==> config.mk <==
export PLATFORM = sky130hd
export DESIGN_NAME = tmr_flag_unit
export DESIGN_NICKNAME = d
export VERILOG_FILES = /design/src/rtl/tmr_pkg.sv /design/src/rtl/tmr_count_core.sv /design/src/rtl/tmr_event_sense.sv /design/src/rtl/tmr_presc_lock.sv /design/src/rtl/tmr_flag_unit.sv
export SDC_FILE = /design/constraint.sdc
export NUM_CORES = 1
export LEC_CHECK = 0
export ABC_AREA = 1
export BUFFER_PORTS_ARGS = -buffer_cell sky130_fd_sc_hd__buf_2
export CAP_MARGIN = 0
export CORE_MARGIN = 2
export CORE_UTILIZATION = 40
export CTS_CLUSTER_DIAMETER = 60
export DETAILED_ROUTE_END_ITERATION = 8
export PLACE_DENSITY_LB_ADDON = 0.08
export SETUP_SLACK_MARGIN = 0.2
export SKIP_CTS_REPAIR_TIMING = 1
export SYNTH_ARGS = -nofsm -noshare
export SYNTH_HDL_FRONTEND = slang
export SYNTH_SLANG_ARGS = --single-unit
==> constraint.sdc <==
create_clock -name clk -period 2.5 [get_ports clk]
set_clock_uncertainty 0.2 [all_clocks]
set_input_delay 0.5 -clock clk [delete_from_list [all_inputs] [get_ports clk]]
set_output_delay 0.5 -clock clk [all_outputs]
set_load 0.01 [all_outputs]
==> src/rtl/tmr_pkg.sv <==
package tmr_pkg;
  typedef enum logic [1:0] {
    REG_FLAGS = 2'd0,
    REG_MASK1 = 2'd1,
    REG_MASK2 = 2'd2,
    REG_STAT  = 2'd3
  } reg_sel_e;

  localparam int NUM_CMP = 4;
  localparam int NUM_CAP = 4;
  localparam int PS_W    = 4;

  // Low prescaler-count bits that must all be one for a counter step.
  function automatic logic [PS_W-1:0] presc_mask(input logic [1:0] code);
    case (code)
      2'd0:    presc_mask = 4'h0;
      2'd1:    presc_mask = 4'h3;
      2'd2:    presc_mask = 4'h7;
      default: presc_mask = 4'hF;
    endcase
  endfunction
endpackage

==> src/rtl/tmr_count_core.sv <==
module tmr_count_core import tmr_pkg::*; #(
  parameter int CNT_W = 16
) (
  input  logic             clk,
  input  logic             rst_n,
  input  logic [1:0]       presc,
  output logic [CNT_W-1:0] count,
  output logic [CNT_W-1:0] count_nxt,
  output logic             tick,
  output logic             wrap
);
  logic [PS_W-1:0]  pcnt_q, pcnt_d;
  logic [CNT_W-1:0] count_q, count_d;
  logic [PS_W-1:0]  pmask;

  always_comb begin
    pmask     = presc_mask(presc);
    tick      = ((pcnt_q & pmask) == pmask);
    count_nxt = count_q + 1'b1;
    wrap      = tick && (&count_q);
    pcnt_d    = pcnt_q + 1'b1;
    count_d   = tick ? count_nxt : count_q;
  end

  always_ff @(posedge clk or negedge rst_n) begin
    if (!rst_n) begin
      pcnt_q  <= '0;
      count_q <= '0;
    end else begin
      pcnt_q  <= pcnt_d;
      count_q <= count_d;
    end
  end

  assign count = count_q;

  // between prescaler steps the counter holds its value
  a_r8_hold_between_ticks: assert property (@(posedge clk) disable iff (!rst_n)
    !tick |=> $stable(count_q));
endmodule

==> src/rtl/tmr_event_sense.sv <==
module tmr_event_sense import tmr_pkg::*; #(
  parameter int CNT_W = 16
) (
  input  logic                     clk,
  input  logic                     rst_n,
  input  logic                     tick,
  input  logic [CNT_W-1:0]         count_nxt,
  input  logic [NUM_CMP*CNT_W-1:0] cmp_vals,
  input  logic [CNT_W-1:0]         cmp5_val,
  input  logic [NUM_CAP-1:0]       cap_in,
  input  logic [NUM_CAP-1:0]       cap_pol,
  input  logic                     share_sel,
  output logic [7:0]               set_vec
);
  logic [NUM_CAP-1:0] prev_q;
  logic [NUM_CMP-1:0] cmp_hit;
  logic [NUM_CAP-1:0] cap_hit;
  logic               cmp5_hit;

  for (genvar k = 0; k < NUM_CMP; k++) begin : g_cmp
    assign cmp_hit[k] = tick && (count_nxt == cmp_vals[k*CNT_W +: CNT_W]);
  end

  for (genvar j = 0; j < NUM_CAP; j++) begin : g_cap
    assign cap_hit[j] = cap_pol[j] ? (cap_in[j] & ~prev_q[j])
                                   : (~cap_in[j] & prev_q[j]);
  end

  assign cmp5_hit = tick && (count_nxt == cmp5_val);

  always_comb begin
    set_vec    = '0;
    set_vec[7] = cmp_hit[0];
    set_vec[6] = cmp_hit[1];
    set_vec[5] = cmp_hit[2];
    set_vec[4] = cmp_hit[3];
    set_vec[3] = share_sel ? cap_hit[3] : cmp5_hit;
    set_vec[2] = cap_hit[0];
    set_vec[1] = cap_hit[1];
    set_vec[0] = cap_hit[2];
  end

  always_ff @(posedge clk or negedge rst_n) begin
    if (!rst_n) prev_q <= '0;
    else        prev_q <= cap_in;
  end
endmodule

==> src/rtl/tmr_presc_lock.sv <==
module tmr_presc_lock #(
  parameter int WINDOW = 64,
  localparam int WIN_W = $clog2(WINDOW + 1)
) (
  input  logic       clk,
  input  logic       rst_n,
  input  logic       test_mode,
  input  logic       wr_en,
  input  logic [1:0] wr_code,
  output logic [1:0] presc
);
  logic [WIN_W-1:0] win_q, win_d;
  logic             used_q, used_d;
  logic [1:0]       code_q, code_d;
  logic             win_open, accept;

  always_comb begin
    win_open = (win_q < WIN_W'(WINDOW));
    win_d    = win_open ? win_q + 1'b1 : win_q;
    accept   = wr_en && (test_mode || (win_open && !used_q));
    used_d   = used_q | accept;
    code_d   = accept ? wr_code : code_q;
  end

  always_ff @(posedge clk or negedge rst_n) begin
    if (!rst_n) begin
      win_q  <= '0;
      used_q <= 1'b0;
      code_q <= 2'b00;
    end else begin
      win_q  <= win_d;
      used_q <= used_d;
      code_q <= code_d;
    end
  end

  assign presc = code_q;

  // once the single write is spent, normal mode freezes the code
  a_r9_locked_stable: assert property (@(posedge clk) disable iff (!rst_n)
    (used_q && !test_mode) |=> $stable(code_q));
  // the window counter saturates at the window length
  a_r9_window_bound: assert property (@(posedge clk) disable iff (!rst_n)
    win_q <= WIN_W'(WINDOW));
endmodule

==> src/rtl/tmr_flag_unit.sv <==
module tmr_flag_unit import tmr_pkg::*; #(
  parameter int CNT_W  = 16,
  parameter int WINDOW = 64
) (
  input  logic                     clk,
  input  logic                     rst_n,
  input  logic                     test_mode,
  input  logic                     bus_wr,
  input  logic [1:0]               bus_addr,
  input  logic [7:0]               bus_wdata,
  output logic [7:0]               bus_rdata,
  input  logic [NUM_CMP*CNT_W-1:0] cmp_vals,
  input  logic [CNT_W-1:0]         cmp5_val,
  input  logic [NUM_CAP-1:0]       cap_in,
  input  logic [NUM_CAP-1:0]       cap_pol,
  input  logic                     share_sel,
  output logic [CNT_W-1:0]         cnt_value,
  output logic                     irq
);
  logic [CNT_W-1:0] count, count_nxt;
  logic             tick, wrap;
  logic [1:0]       presc;
  logic [7:0]       set_vec;
  logic [7:0]       flags_q, flags_d;
  logic [7:0]       mask1_q, mask1_d;
  logic [3:0]       mhi_q, mhi_d;
  logic             tof_q, tof_d;
  logic             wr_flags, wr_mask1, wr_mask2, wr_stat;

  tmr_count_core #(.CNT_W(CNT_W)) u_count (
    .clk(clk), .rst_n(rst_n), .presc(presc),
    .count(count), .count_nxt(count_nxt), .tick(tick), .wrap(wrap)
  );

  tmr_event_sense #(.CNT_W(CNT_W)) u_sense (
    .clk(clk), .rst_n(rst_n), .tick(tick), .count_nxt(count_nxt),
    .cmp_vals(cmp_vals), .cmp5_val(cmp5_val), .cap_in(cap_in),
    .cap_pol(cap_pol), .share_sel(share_sel), .set_vec(set_vec)
  );

  tmr_presc_lock #(.WINDOW(WINDOW)) u_lock (
    .clk(clk), .rst_n(rst_n), .test_mode(test_mode),
    .wr_en(wr_mask2), .wr_code(bus_wdata[1:0]), .presc(presc)
  );

  always_comb begin
    wr_flags = bus_wr && (bus_addr == REG_FLAGS);
    wr_mask1 = bus_wr && (bus_addr == REG_MASK1);
    wr_mask2 = bus_wr && (bus_addr == REG_MASK2);
    wr_stat  = bus_wr && (bus_addr == REG_STAT);

    flags_d = flags_q;
    if (wr_flags) flags_d = flags_d & ~bus_wdata;
    flags_d = flags_d | set_vec;

    tof_d = tof_q;
    if (wr_stat && bus_wdata[7]) tof_d = 1'b0;
    tof_d = tof_d | wrap;

    mask1_d = wr_mask1 ? bus_wdata : mask1_q;
    mhi_d   = wr_mask2 ? bus_wdata[7:4] : mhi_q;
  end

  always_ff @(posedge clk or negedge rst_n) begin
    if (!rst_n) begin
      flags_q <= '0;
      mask1_q <= '0;
      mhi_q   <= '0;
      tof_q   <= 1'b0;
    end else begin
      flags_q <= flags_d;
      mask1_q <= mask1_d;
      mhi_q   <= mhi_d;
      tof_q   <= tof_d;
    end
  end

  always_comb begin
    case (bus_addr)
      REG_FLAGS: bus_rdata = flags_q;
      REG_MASK1: bus_rdata = mask1_q;
      REG_MASK2: bus_rdata = {mhi_q, 2'b00, presc};
      default:   bus_rdata = {tof_q, 7'b0};
    endcase
  end

  assign irq       = (|(flags_q & mask1_q)) | (tof_q & mhi_q[3]);
  assign cnt_value = count;

  // any hardware set lands in the flag register on the next edge
  a_r6_set_wins: assert property (@(posedge clk) disable iff (!rst_n)
    (|set_vec) |=> ((flags_q & $past(set_vec)) == $past(set_vec)));
  // bits written as one without a concurrent set end up cleared
  a_r5_write_clear: assert property (@(posedge clk) disable iff (!rst_n)
    wr_flags |=> ((flags_q & $past(bus_wdata & ~set_vec)) == 8'h00));
  // a counter wrap raises the overflow flag
  a_r11_wrap_sets: assert property (@(posedge clk) disable iff (!rst_n)
    wrap |=> tof_q);
  // no pending source means no request
  a_r7_quiet: assert property (@(posedge clk) disable iff (!rst_n)
    (flags_q == 8'h00 && !tof_q) |-> !irq);
endmodule

== Word-level counts from Yosys, hierarchy flattened ==
Cells that the tools add are included.
Cells by class
  reduce and logical (&&, ||, !) cells: 19
  add/subtract/negate cells: 3
  mux-type cells: 9
  equal/unequal tests: 11
  order comparisons: 1
  bitwise gates (word level): 25
Operators with widths (number)
  $eq 16x16->1: 5
  $pmux 8 s3: 1
  $add 16x1->16 const B: 1
  $and 8x8->8: 2
  $reduce_and 16->1: 1
  $logic_and 1x1->1: 13
  $pmux 4 s3: 1
  $and 1x1->1: 9
  $mux 8: 1
  $not 1->1: 8
  $not 8->8: 1
  $or 8x8->8: 1
  $reduce_or 8->1: 1
  $add 7x1->7 const B: 1
  $lt 7x7->1 const B: 1
  $eq 2x2->1 const B: 3
  $mux 1: 6
  $add 4x1->4 const B: 1
  $and 4x4->4: 1
  $eq 2x1->1 const B: 2
  $eq 4x4->1: 1
  $logic_not 2->1: 2
  $or 1x1->1: 3
  $logic_not 1->1: 1
  $logic_or 1x1->1: 1
Word-level totals
  input bits: 103
  logic and storage cells: 78
  flip-flop bits (word level): 55
  output and inout port bits: 25

== Longest topological paths before layout ==
  depth after elaboration: 7
  depth in mapped cells: 14
  mapped depth without buffers: 14

== Hierarchy ==
A second synthesis with hierarchy kept.
Unflattened totals
  cell total of the unflattened synthesis: 640
  area total of the unflattened synthesis: 4140.2 um2
By module, submodules not included
  tmr_event_sense: area each 1405.1 um2, sequential area each 100.1 um2, times used 1, cells an instance 280
  tmr_count_core: area each 1167.4 um2, sequential area each 500.5 um2, times used 1, cells an instance 151
  tmr_flag_unit: area each 1112.3 um2, sequential area each 525.5 um2, times used 1, cells an instance 156
  tmr_presc_lock: area each 455.4 um2, sequential area each 250.2 um2, times used 1, cells an instance 53

== Least setup slack after synthesis ==
No wires, ideal clock.
  kind: reg2reg
  start point: reg u_count.count_q[1] (netlist: u_count.count[1])
  end point: reg flags_q[3]
  data required time: 2.222 ns
  buffers on the path: 1
  cell stages (with the launch flop): 13
  data arrival time: 1.687 ns
  path slack: 0.535 ns
  setup time: 0.078 ns
  clock period less this slack: 1.965 ns
  cell sequence: dfrtp_1 > ha_1 > clkbuf_1 > inv_1 > nand2_1 > nand3_1 > nor2_1 > nand3_1 > nor2_1 > nand2_1 > nor2_1 > nand3_1 > o21bai_1
Between the ends
  longest elaborated chain between the ends: 5
RTL lines
  from (decl): line tmr_count_core.sv:13  | logic [CNT_W-1:0] count_q, count_d;
  from (signal assigned): line tmr_count_core.sv:31  | count_q <= count_d;
  $add 16x1->16: line tmr_count_core.sv:19  | count_nxt = count_q + 1'b1;
  named net count_nxt[1]: line tmr_flag_unit.sv:20  | logic [CNT_W-1:0] count, count_nxt;
  $eq 16x16->1: line tmr_event_sense.sv:29  | assign cmp5_hit = tick && (count_nxt == cmp5_val);
  $logic_and 1x1->1: line tmr_event_sense.sv:29
  $mux 1: line tmr_event_sense.sv:37  | set_vec[3] = share_sel ? cap_hit[3] : cmp5_hit;
  $or 8x8->8: line tmr_flag_unit.sv:54  | flags_d = flags_d | set_vec;
  named net flags_d[3]: line tmr_flag_unit.sv:24  | logic [7:0] flags_q, flags_d;
  to (signal assigned): line tmr_flag_unit.sv:71  | flags_q <= flags_d;
  to (decl): line tmr_flag_unit.sv:24
The timed path passes the listed nets, and every way through them passes these cells.
A chain may end at the register's enable or synchronous reset.

== Final worst setup path ==
  start point: reg u_count.count_q[0] (netlist: u_count.count[0])
  end point: reg flags_q[3]
Between the ends
  longest elaborated chain between the ends: 5
RTL lines (line)
  $add 16x1->16: tmr_count_core.sv:19
  $eq 16x16->1: tmr_event_sense.sv:29
  $logic_and 1x1->1: tmr_event_sense.sv:29
  $mux 1: tmr_event_sense.sv:37
  $or 8x8->8: tmr_flag_unit.sv:54
  named net flags_d[3]: tmr_flag_unit.sv:24
The timed path passes the listed nets, and every way through them passes these cells.

==> impl_metrics.yaml <==
routing:
  viasPerCell: 4.90
  vias: 4792
  dr.pass1.iters: 5
  wl_per_cell_um: 13.6
  drc_errors: 0
  antenna_left: 0
  drtIter0Drc: 363
  drt_wl_total_mm: 13.3
clock_tree:
  ctsRootBufferMaster: "clkbuf_8"
  cts_tree: "built"
  cts_buffers: 5
  clk_pin_slew_worst_paths_ns: 0.11
  cts-htree-levels: 2
  clk_latency_ns: 0.32
  cts.sinks: 55
  max-clock-path-buffers: 2
timing:
  tightestPinTransition_ns: 0.517
  setup_ws_ns: 0.292
  fin_setup_tns_ns: 0
  period_share: 0.883
  timing.fmax_ghz: 0.453
  slew_headroom: 0.655
  layout_min_cycle_time_ns: 2.21
  rsz0062_at_grt: "yes"
  setup_viol: 0
  slew_viol_final: 0
  hold_viol_final: 0
  whs_ns: 0.0942
place:
  place.gp.congestion: 0.887
  hpwl_mm: 10.9
  placed_cell_area_um2: 5140
  port_buffers: 127
  place_ws_ns: 0.138
floorplanning:
  std_cell_rows: 37
  die_h_um: 108
  start_util: 0.415
  core_area_um2: 10400
  dieWidth_um: 108
  fp.dieArea_um2: 11600
  io_pins: 128
layout:
  fill_cells: 1104
  drive_gt1_frac: 0.235
  regArea_um2: 1380
  synthToLayoutAreaGrowth_pct: 26.0
  multiInputGateArea_um2: 2580
  fin_area_um2: 5420
  num_antenna_cells: 0
  layout_common_cells: "nand2_1, buf_2, inv_1"
  final_common_cell: "nand2_1"
  nets: 947
setup_path:
  required_ns: 2.55
  cp-start-kind: "register"
  crit_type: "reg -> reg"
  cp_data_arrival_time_ns: 2.25
  cp-end-kind: "register"
  cp_max_fo: 7
global_route:
  grt_antenna_before_repair: 0
  grt_max_degree: 21
  grt_pass1_wl_mm: 21.3
  globalRouteOverflowTotal: 0
  grtUsageTotal: 0.233
  grt_pass1_vias: 4378
synth:
  ys_ff_latch: 55
  yosysUniqueCellTypes: 30
  ys_warn_count: 0
  yosys_most_used_dff: "dfrtp_1"
  synth_nets: 799
  syn_area_um2: 4300
  async_reset_ff_frac: 1.00
  synth_area_per_cell_um2: 6.21
  synth_cells: 693
  ys_seq_area_frac: 0.320
  synth-edff-count: 0
power:
  p_leak_nw: 3.07
  p_per_area_nw_per_um2: 545
  peakVddDrop_uv: 256
  power_mw: 2.95
flow_run:
  maxCapViolCount: 0
min_path:
  min_path_type: "in -> reg"
run_status:
  status: "finished clean"
metrics by stage:
stage / std cells / util
2_1_floorplan: 693 / -
3_3_place_gp: 959 / 0.496
3_5_place_dp: 959 / 0.496
4_1_cts: 967 / 0.504
5_1_grt: 978 / 0.522
6_report: 978 / 0.522
report_power, final:
group	leakage (nW)	total [mW]	internal, mW	switching (mW)
Sequential	0.684	1.10	0.988	0.113
Combinational	2.33	1.33	0.538	0.791
Clock	0.0483	0.520	0.199	0.322
flip-flops by register name, indices dropped and copies added (netlist names):
register	flops
u_sense.prev_q	4
flags_q	8
mask1_q	8
u_count.count	16
u_lock.used_q	1
tof_q	1
u_count.pcnt_q	4
mhi_q	4
u_lock.win_q	7
u_lock.presc	2
final timing paths:
kind	end	slack, ns	start	cells past startpoint
max	flags_q[3]	0.29	u_count.count[0]	11
min	u_sense.prev_q[0]	0.09	cap_in[0]	1
max reg2reg	flags_q[3]	0.29	u_count.count[0]	11
min reg2reg	u_lock.used_q	0.28	u_lock.used_q	2
max in group asynchronous	u_count.count[1]	0.94	rst_n	3
min in group asynchronous	u_count.count[3]	0.47	rst_n	2
routing by layer:
layer	GRT usage	part of all wire
met5	0	0
met1	0.310	0.44
met4	0.0531	0.013
met2	0.394	0.47
met3	0.0418	0.070
cell type report:
class / instances / area share
flip-flops and latches: 55 / 0.255
well taps: 136 / 0.0314
clock inverters: 3 / 0.00346
inverters: 109 / 0.0755
clock buffers: 5 / 0.0127
repair buffers: 147 / 0.146
multi-input cells: 523 / 0.476
cell usage after synthesis, types with 6 or more instances:
cell	number	share of area
nand2_2	6	0.0087
xor2_1	11	0.022
inv_1	107	0.093
nand4_1	14	0.020
nand2_1	271	0.24
nand3_1	78	0.091
nor2_1	49	0.043
dfrtp_1	55	0.32
o21ai_0	41	0.048
xnor2_1	8	0.016
nand3b_1	14	0.024
kinds of logic after synthesis:
| group | synth area share |
|---|---|
| buf+inv | 0.102 |
| simple gates | 0.443 |
| compound gates | 0.0815 |
| xor+xnor | 0.0439 |
| flops | 0.320 |
| fa+ha+maj | 0.00873 |
worst max-delay path, cell delays in order, from the launching register on:
cell	delay, ns
dfrtp_1	0.41
ha_4	0.16
nand2_2	0.08
nor2_4	0.23
buf_6	0.13
nand4_1	0.23
buf_4	0.22
nand3b_1	0.07
nand2_1	0.07
nor2_2	0.12
nand3_1	0.08
o21bai_1	0.12
Note: power is estimated with default switching activity, not from simulation.
